<file path="src/rtl/isr_pkg.sv">
package isr_pkg;
  localparam int unsigned STAT_W = 8;

  // status bit positions (software-visible)
  localparam int unsigned ST_CMD   = 7;
  localparam int unsigned ST_FRAME = 6;
  localparam int unsigned ST_NACT  = 5;
  localparam int unsigned ST_RSTL  = 4;
  localparam int unsigned ST_MGMT  = 3;
  localparam int unsigned ST_SWI   = 2;
  localparam int unsigned ST_RSV   = 1;
  localparam int unsigned ST_PAUSE = 0;

  // mask bit positions
  localparam int unsigned MK_PAUSE = 2;
  localparam int unsigned MK_SWREQ = 1;
  localparam int unsigned MK_ALL   = 0;

  localparam logic [STAT_W-1:0] MASK_RST = 8'h01;

  typedef struct packed {
    logic cmd_done;
    logic frame_rx;
    logic cu_idle;
    logic cu_susp;
    logic ru_stall;
    logic mgmt_done;
    logic pause;
  } evt_t;

  // per-status-bit enable from the mask byte (global mask excluded)
  function automatic logic [STAT_W-1:0] mask_to_en(input logic [STAT_W-1:0] m);
    logic [STAT_W-1:0] en;
    en           = '0;
    en[ST_CMD]   = ~m[ST_CMD];
    en[ST_FRAME] = ~m[ST_FRAME];
    en[ST_NACT]  = ~m[ST_NACT];
    en[ST_RSTL]  = ~m[ST_RSTL];
    en[ST_MGMT]  = ~m[ST_MGMT];
    en[ST_SWI]   = 1'b1;
    en[ST_RSV]   = ~m[MK_SWREQ];
    en[ST_PAUSE] = ~m[MK_PAUSE];
    return en;
  endfunction
endpackage

</file>
<file path="src/rtl/isr_event_merge.sv">
module isr_event_merge
  import isr_pkg::*;
(
  input  evt_t              evt_i,
  input  logic              idle_only_i,
  input  logic              swi_req_i,
  output logic [STAT_W-1:0] set_o
);
  always_comb begin
    set_o           = '0;
    set_o[ST_CMD]   = evt_i.cmd_done;
    set_o[ST_FRAME] = evt_i.frame_rx;
    set_o[ST_NACT]  = evt_i.cu_idle | (~idle_only_i & evt_i.cu_susp);
    set_o[ST_RSTL]  = evt_i.ru_stall;
    set_o[ST_MGMT]  = evt_i.mgmt_done;
    set_o[ST_SWI]   = swi_req_i;
    set_o[ST_PAUSE] = evt_i.pause;
  end
endmodule

</file>
<file path="src/rtl/isr_status_reg.sv">
module isr_status_reg
  import isr_pkg::*;
#(
  parameter int unsigned W   = STAT_W,
  parameter int unsigned RSV = ST_RSV
) (
  input  logic         clk_i,
  input  logic         rst_ni,
  input  logic [W-1:0] set_i,
  input  logic         clr_wr_i,
  input  logic [W-1:0] clr_data_i,
  output logic [W-1:0] stat_o
);
  logic [W-1:0] clr;
  assign clr = clr_wr_i ? clr_data_i : '0;

  for (genvar i = 0; i < W; i++) begin : g_bit
    if (i == RSV) begin : g_rsv
      assign stat_o[i] = 1'b0;
    end else begin : g_flop
      logic q;
      always_ff @(posedge clk_i or negedge rst_ni) begin
        if (!rst_ni)       q <= 1'b0;
        else if (set_i[i]) q <= 1'b1;  // new event beats acknowledge
        else if (clr[i])   q <= 1'b0;
      end
      assign stat_o[i] = q;
    end
  end
endmodule

</file>
<file path="src/rtl/isr_mask_reg.sv">
module isr_mask_reg
  import isr_pkg::*;
(
  input  logic              clk_i,
  input  logic              rst_ni,
  input  logic              wr_i,
  input  logic [STAT_W-1:0] wdata_i,
  output logic [STAT_W-1:0] mask_o,
  output logic              swi_req_o
);
  logic [STAT_W-1:0] mask_q;

  always_ff @(posedge clk_i or negedge rst_ni) begin
    if (!rst_ni)   mask_q <= MASK_RST;
    else if (wr_i) mask_q <= wdata_i & ~(STAT_W'(1) << MK_SWREQ);
  end

  assign mask_o    = mask_q;
  assign swi_req_o = wr_i & wdata_i[MK_SWREQ];
endmodule

</file>
<file path="src/rtl/isr_irq_gate.sv">
module isr_irq_gate
  import isr_pkg::*;
(
  input  logic [STAT_W-1:0] stat_i,
  input  logic [STAT_W-1:0] mask_i,
  output logic              irq_o
);
  logic [STAT_W-1:0] en;
  assign en    = mask_to_en(mask_i);
  assign irq_o = ~mask_i[MK_ALL] & |(stat_i & en);
endmodule

</file>
<file path="src/rtl/isr_unit.sv">
module isr_unit
  import isr_pkg::*;
(
  input  logic       clk_i,
  input  logic       rst_ni,
  input  logic       cmd_done_i,
  input  logic       frame_rx_i,
  input  logic       cu_idle_i,
  input  logic       cu_susp_i,
  input  logic       ru_stall_i,
  input  logic       mgmt_done_i,
  input  logic       pause_i,
  input  logic       idle_only_i,
  input  logic       stat_wr_i,
  input  logic [7:0] stat_wdata_i,
  input  logic       mask_wr_i,
  input  logic [7:0] mask_wdata_i,
  output logic [7:0] stat_o,
  output logic [7:0] mask_o,
  output logic       irq_o
);
  evt_t              evt;
  logic              swi_req;
  logic [STAT_W-1:0] set_vec;
  logic [STAT_W-1:0] stat;
  logic [STAT_W-1:0] mask;

  assign evt = '{cmd_done: cmd_done_i, frame_rx: frame_rx_i, cu_idle: cu_idle_i,
                 cu_susp: cu_susp_i, ru_stall: ru_stall_i, mgmt_done: mgmt_done_i,
                 pause: pause_i};

  isr_mask_reg u_mask (
    .clk_i    (clk_i),
    .rst_ni   (rst_ni),
    .wr_i     (mask_wr_i),
    .wdata_i  (mask_wdata_i),
    .mask_o   (mask),
    .swi_req_o(swi_req)
  );

  isr_event_merge u_merge (
    .evt_i      (evt),
    .idle_only_i(idle_only_i),
    .swi_req_i  (swi_req),
    .set_o      (set_vec)
  );

  isr_status_reg #(.W(STAT_W), .RSV(ST_RSV)) u_stat (
    .clk_i     (clk_i),
    .rst_ni    (rst_ni),
    .set_i     (set_vec),
    .clr_wr_i  (stat_wr_i),
    .clr_data_i(stat_wdata_i),
    .stat_o    (stat)
  );

  isr_irq_gate u_gate (
    .stat_i(stat),
    .mask_i(mask),
    .irq_o (irq_o)
  );

  assign stat_o = stat;
  assign mask_o = mask;
endmodule

</file>
<file path="config.mk">
export PLATFORM = sky130hd
export DESIGN_NAME = isr_unit
export DESIGN_NICKNAME = d
export VERILOG_FILES = /design/src/rtl/isr_pkg.sv /design/src/rtl/isr_event_merge.sv /design/src/rtl/isr_status_reg.sv /design/src/rtl/isr_mask_reg.sv /design/src/rtl/isr_irq_gate.sv /design/src/rtl/isr_unit.sv
export SDC_FILE = /design/constraint.sdc
export NUM_CORES = 1
export LEC_CHECK = 0
export ABC_AREA = 1
export BUFFER_PORTS_ARGS = -buffer_cell sky130_fd_sc_hd__buf_4
export CORE_MARGIN = 8
export CORE_UTILIZATION = 45
export DETAILED_ROUTE_END_ITERATION = 10
export MAX_ROUTING_LAYER = met4
export PLACE_DENSITY = 0.88
export SLEW_MARGIN = 0
export SYNTH_ARGS = -nofsm -noshare
export SYNTH_HDL_FRONTEND = slang
export SYNTH_HIERARCHICAL = 1
export SYNTH_SLANG_ARGS = --single-unit
</file>
<file path="constraint.sdc">
create_clock -name clk_i -period 1.6 [get_ports clk_i]
set_input_delay 0.16 -clock clk_i [delete_from_list [all_inputs] [get_ports clk_i]]
set_output_delay 0.16 -clock clk_i [all_outputs]
set_load 0.02 [all_outputs]
</file>
After elaboration in Yosys (flattened, before gate mapping)
Cells that the tools add are included.
{"block": "word_totals", "reg_bits": 14, "in_bits": 28, "out_inout_bits": 17}
{"block": "classes", "mux": 15, "bitwise_logic": 13, "n_reduce_logical": 8}
{"cell": "$mux W1", "n": 14}
{"cell": "$reduce_bool A2 Y1", "n": 7}
{"cell": "$and A8 B8 Y8", "n": 1}
{"cell": "$mux W8", "n": 1}
{"cell": "$not A1 Y1", "n": 8}
{"cell": "$reduce_or A8 Y1", "n": 1}
{"cell": "$and A1 B1 Y1", "n": 3}
{"cell": "$or A1 B1 Y1", "n": 1}

Logic depth before layout (Yosys ltp)
{"block": "depth", "word_depth": 4, "ltp_mapped": 6, "ltp_nobuf": 5}

By module
The synthesis kept the hierarchy.
{"module": "isr_status_reg", "n_inst": 1, "cells_each": 44, "area_per_inst_um2": 344.1}
{"module": "isr_mask_reg", "n_inst": 1, "cells_each": 34, "area_per_inst_um2": 289.0}
{"module": "isr_irq_gate", "n_inst": 1, "cells_each": 22, "area_per_inst_um2": 83.8}
{"module": "isr_event_merge", "n_inst": 1, "cells_each": 12, "area_per_inst_um2": 71.3}

Least setup slack after synthesis
OpenSTA, ideal clock, no wires.
{"block": "synth_timing", "kind": "register to output", "startpoint": "register u_mask.mask_q[2] (netlist: u_mask/mask_o[2])", "endpoint": "output port irq_o", "arrival_time_ns": 1.003, "slack_ns": 0.437, "stages_incl_launch_ff": 6, "path_buffers": 0, "path_cell_list": "dfrtp_1 -> inv_1 -> nand2_1 -> nand2_1 -> nor2_1 -> a21oi_1"}
{"block": "synth_between", "elab_chain_len": 4}
{"item": "start, declared", "line": "isr_mask_reg.sv:11", "rtl": "logic [STAT_W-1:0] mask_q;"}
{"item": "start signal, assigned", "line": "isr_mask_reg.sv:15", "rtl": "else if (wr_i) mask_q <= wdata_i & ~(STAT_W'(1) << MK_SWREQ);"}
{"item": "$not A1 Y1", "line": "isr_pkg.sv:42", "rtl": "en[ST_PAUSE] = ~m[MK_PAUSE];"}
{"item": "$and A8 B8 Y8", "line": "isr_irq_gate.sv:10", "rtl": "assign irq_o = ~mask_i[MK_ALL] & |(stat_i & en);"}
{"item": "$reduce_or A8 Y1", "line": "isr_irq_gate.sv:10"}
{"item": "$and A1 B1 Y1", "line": "isr_irq_gate.sv:10"}
{"item": "end, declared", "line": "isr_unit.sv:20", "rtl": "output logic irq_o"}
Every way passes these cells.

Final worst setup path
Ends and elaborated chain as after synthesis.

==> out/metrics.csv <==
stage;metric;value;unit
place;pre_cts_ws;0.5543;ns
setup_path;worstPathRequired;1.44;ns
global_routing;grt_overflow_total;0;
pwr;cellPowerDensity;816.4;nW/um^2
sta;setup_slack;0.2598;ns
setup_path;slowest_delay;0.41;ns
setup_path;worstPathCellList;inv_1 -> nand2_1 -> nand2_1 -> nor2_1 -> a21oi_1 -> buf_4;
layout;n_antenna_cell;0;
setup_path;critical-path-top-delay-family;flip-flops;
place;hpwlAfterDp;1563;um
floorplan;num_rows;15;
global_routing;antenna_found_initial;0;
cts;cts_setup_buffers;0;
cts;cts_tree;yes;
layout;sequential_cell_area;351.6;um^2
floorplan;die-area;3313;um^2
synth;synth_cells;110;
cts;htree_num_levels;1;
layout;area.growth.synth_to_final;31.08;%
global_routing;grt_use_total;12.16;%
sta;finalCritPeriodShare;83.76;%
synth;synth_area;777.0;um^2
sta;finalSetupViolations;0;
sta;finClkSkew;0;ns
place;placedInstanceArea;982.2;um^2
setup_path;arrival;1.18;ns
run_status;status;complete, no violations;
layout;multi_input_area;230.2;um^2
floorplan;pin_count;45;
route;firstDrtPassIters;4;
synth;synth_fp_nets;138;
floorplan;die_h;57.56;um
layout;fillCellCount;159;
sta;setup_tns;0;ns
cts;cts.sinks;14;
sta;period_needed;1.340;ns
floorplan;die_w;57.56;um
setup_path;end_kind;output port;
layout;fin_area;1018;um^2
synth;yosys_warnings;6;
setup_path;slowest_stage;dfrtp_1;
cts;cts.repair.resized;0;
global_routing;grt_pass1_wl;3022;um
run;cap_violations;0;
cts;cts.clk_slew.worst_paths;0.08;ns
place;dp.cells;152;
setup_path;path_buf_inv;2;
layout;final_layout_size_suffix_gt1_share;32.86;%
setup_path;cp-start-kind;flip-flop;
pwr;power;0.0008315;W
sta;rsz0062_at_grt;false;
pwr;power_leakage;0.6336;nW
route;wire_per_inst;11.61;um
floorplan;start_util;46.52;%
route;vias_per_cell;4.471;
worst_hold_path;hp-class;input pin to flip-flop;
layout;finalNonFillerCells;157;
route;wl;1823;um
place;routabilityCongestion;0.7718;
global_routing;grt_max_degree;15;
place;io_buffers;41;
cts;cts-root-buf;clkbuf_4;
cts;numCtsBuffers;3;
route;postRouteAntennaNets;0;
route;route.detailed.drc;0;
cts;clock_latency;0.27;ns
cts;clock_tree.buffer_depth;2;
layout;layout_commonest_cell;nand2_1;
setup_path;crit_top_cell;nand2_1;
layout;layout_common_cells;nand2_1 (56), buf_4 (41), inv_1 (18), dfrtp_1 (13), clkbuf_4 (3);
route;drtIter0Drc;3;
synth;avgSynthCellArea;7.064;um^2
layout;num-nets-final;169;
sta;hold_violations;0;
pwr;irDropWorstVdd;0.4730;mV
sta;drv_slew;0;
global_routing;grt_pass1_vias;733;
setup_path;worstSetupPathType;flip-flop to output port;
setup_path;worstPathMaxFanout;3;
floorplan;core_area;1670;um^2
sta;clock.fmax;746.2;MHz
route;via_count;702;
metrics by stage:
stage / hold WS (ns) / util, %
4_1_cts: 0.05826 / 60.97
6_report: 0.06320 / 60.97
5_1_grt: 0.04404 / 60.97
2_1_floorplan: -0.1356 / -
3_3_place_gp: 0.01306 / 58.80
3_5_place_dp: 0.01449 / 58.80
worst min-delay path: stages:
cell and delay (ns):
buf_4 0.07, inv_1 0.03, nand2_1 0.05
per-layer routing:
| layer | GRT usage [%] | vias up | share of wire [%] |
|---|---|---|---|
| li1 | - | 354 | - |
| met1 | 12.16 | 311 | 40 |
| met2 | 20.10 | 33 | 49 |
| met5 | - | - | 0 |
| met3 | 5.381 | 4 | 9.3 |
| met4 | 5.357 | 0 | 1.5 |
registers in the layout (all words and copies together), names as in the netlist:
register,cells
u_mask/mask_o,7
u_stat/g_bit.g_flop.q,7
repair_timing:
item	4_1_cts	5_1_grt
endpoints found under the setup margin	0	0
endpoints found under the hold margin	14	0
hold buffers	1	0
final cells by class:
class | count | share of cell area, %
Clock buffer | 4 | 2.580
Inverter | 19 | 7.002
Multi-Input combinational cell | 61 | 22.60
Sequential cell | 14 | 34.52
Tap cell | 17 | 2.088
Timing Repair Buffer | 42 | 31.20
path summary, 6_finish.rpt:
check	slack, ns	end	cells after the start	startpoint
setup / recovery	0.26	irq_o	6	u_mask/mask_o[2]$_DFFE_PN0P_
hold / removal	0.06	u_stat/g_bit[7].g_flop.q$_DFFE_PN0P_	3	cmd_done_i
setup reg to reg	0.88	u_mask/mask_o[0]$_DFFE_PN1P_	2	u_mask/mask_o[0]$_DFFE_PN1P_
hold reg to reg	0.49	u_mask/mask_o[0]$_DFFE_PN1P_	2	u_mask/mask_o[0]$_DFFE_PN1P_
max in group asynchronous	1.10	u_mask/mask_o[0]$_DFFE_PN1P_	2	rst_ni
min in group asynchronous	0.27	u_mask/mask_o[4]$_DFFE_PN0P_	2	rst_ni
power by group:
part           total (W)  switching, W  internal [W]
Sequential      0.000407     0.0000233      0.000384
Clock           0.000204      0.000107     0.0000966
Combinational   0.000220      0.000115      0.000105
Total           0.000832      0.000246      0.000586
Note: power is estimated with default switching activity, not from simulation.
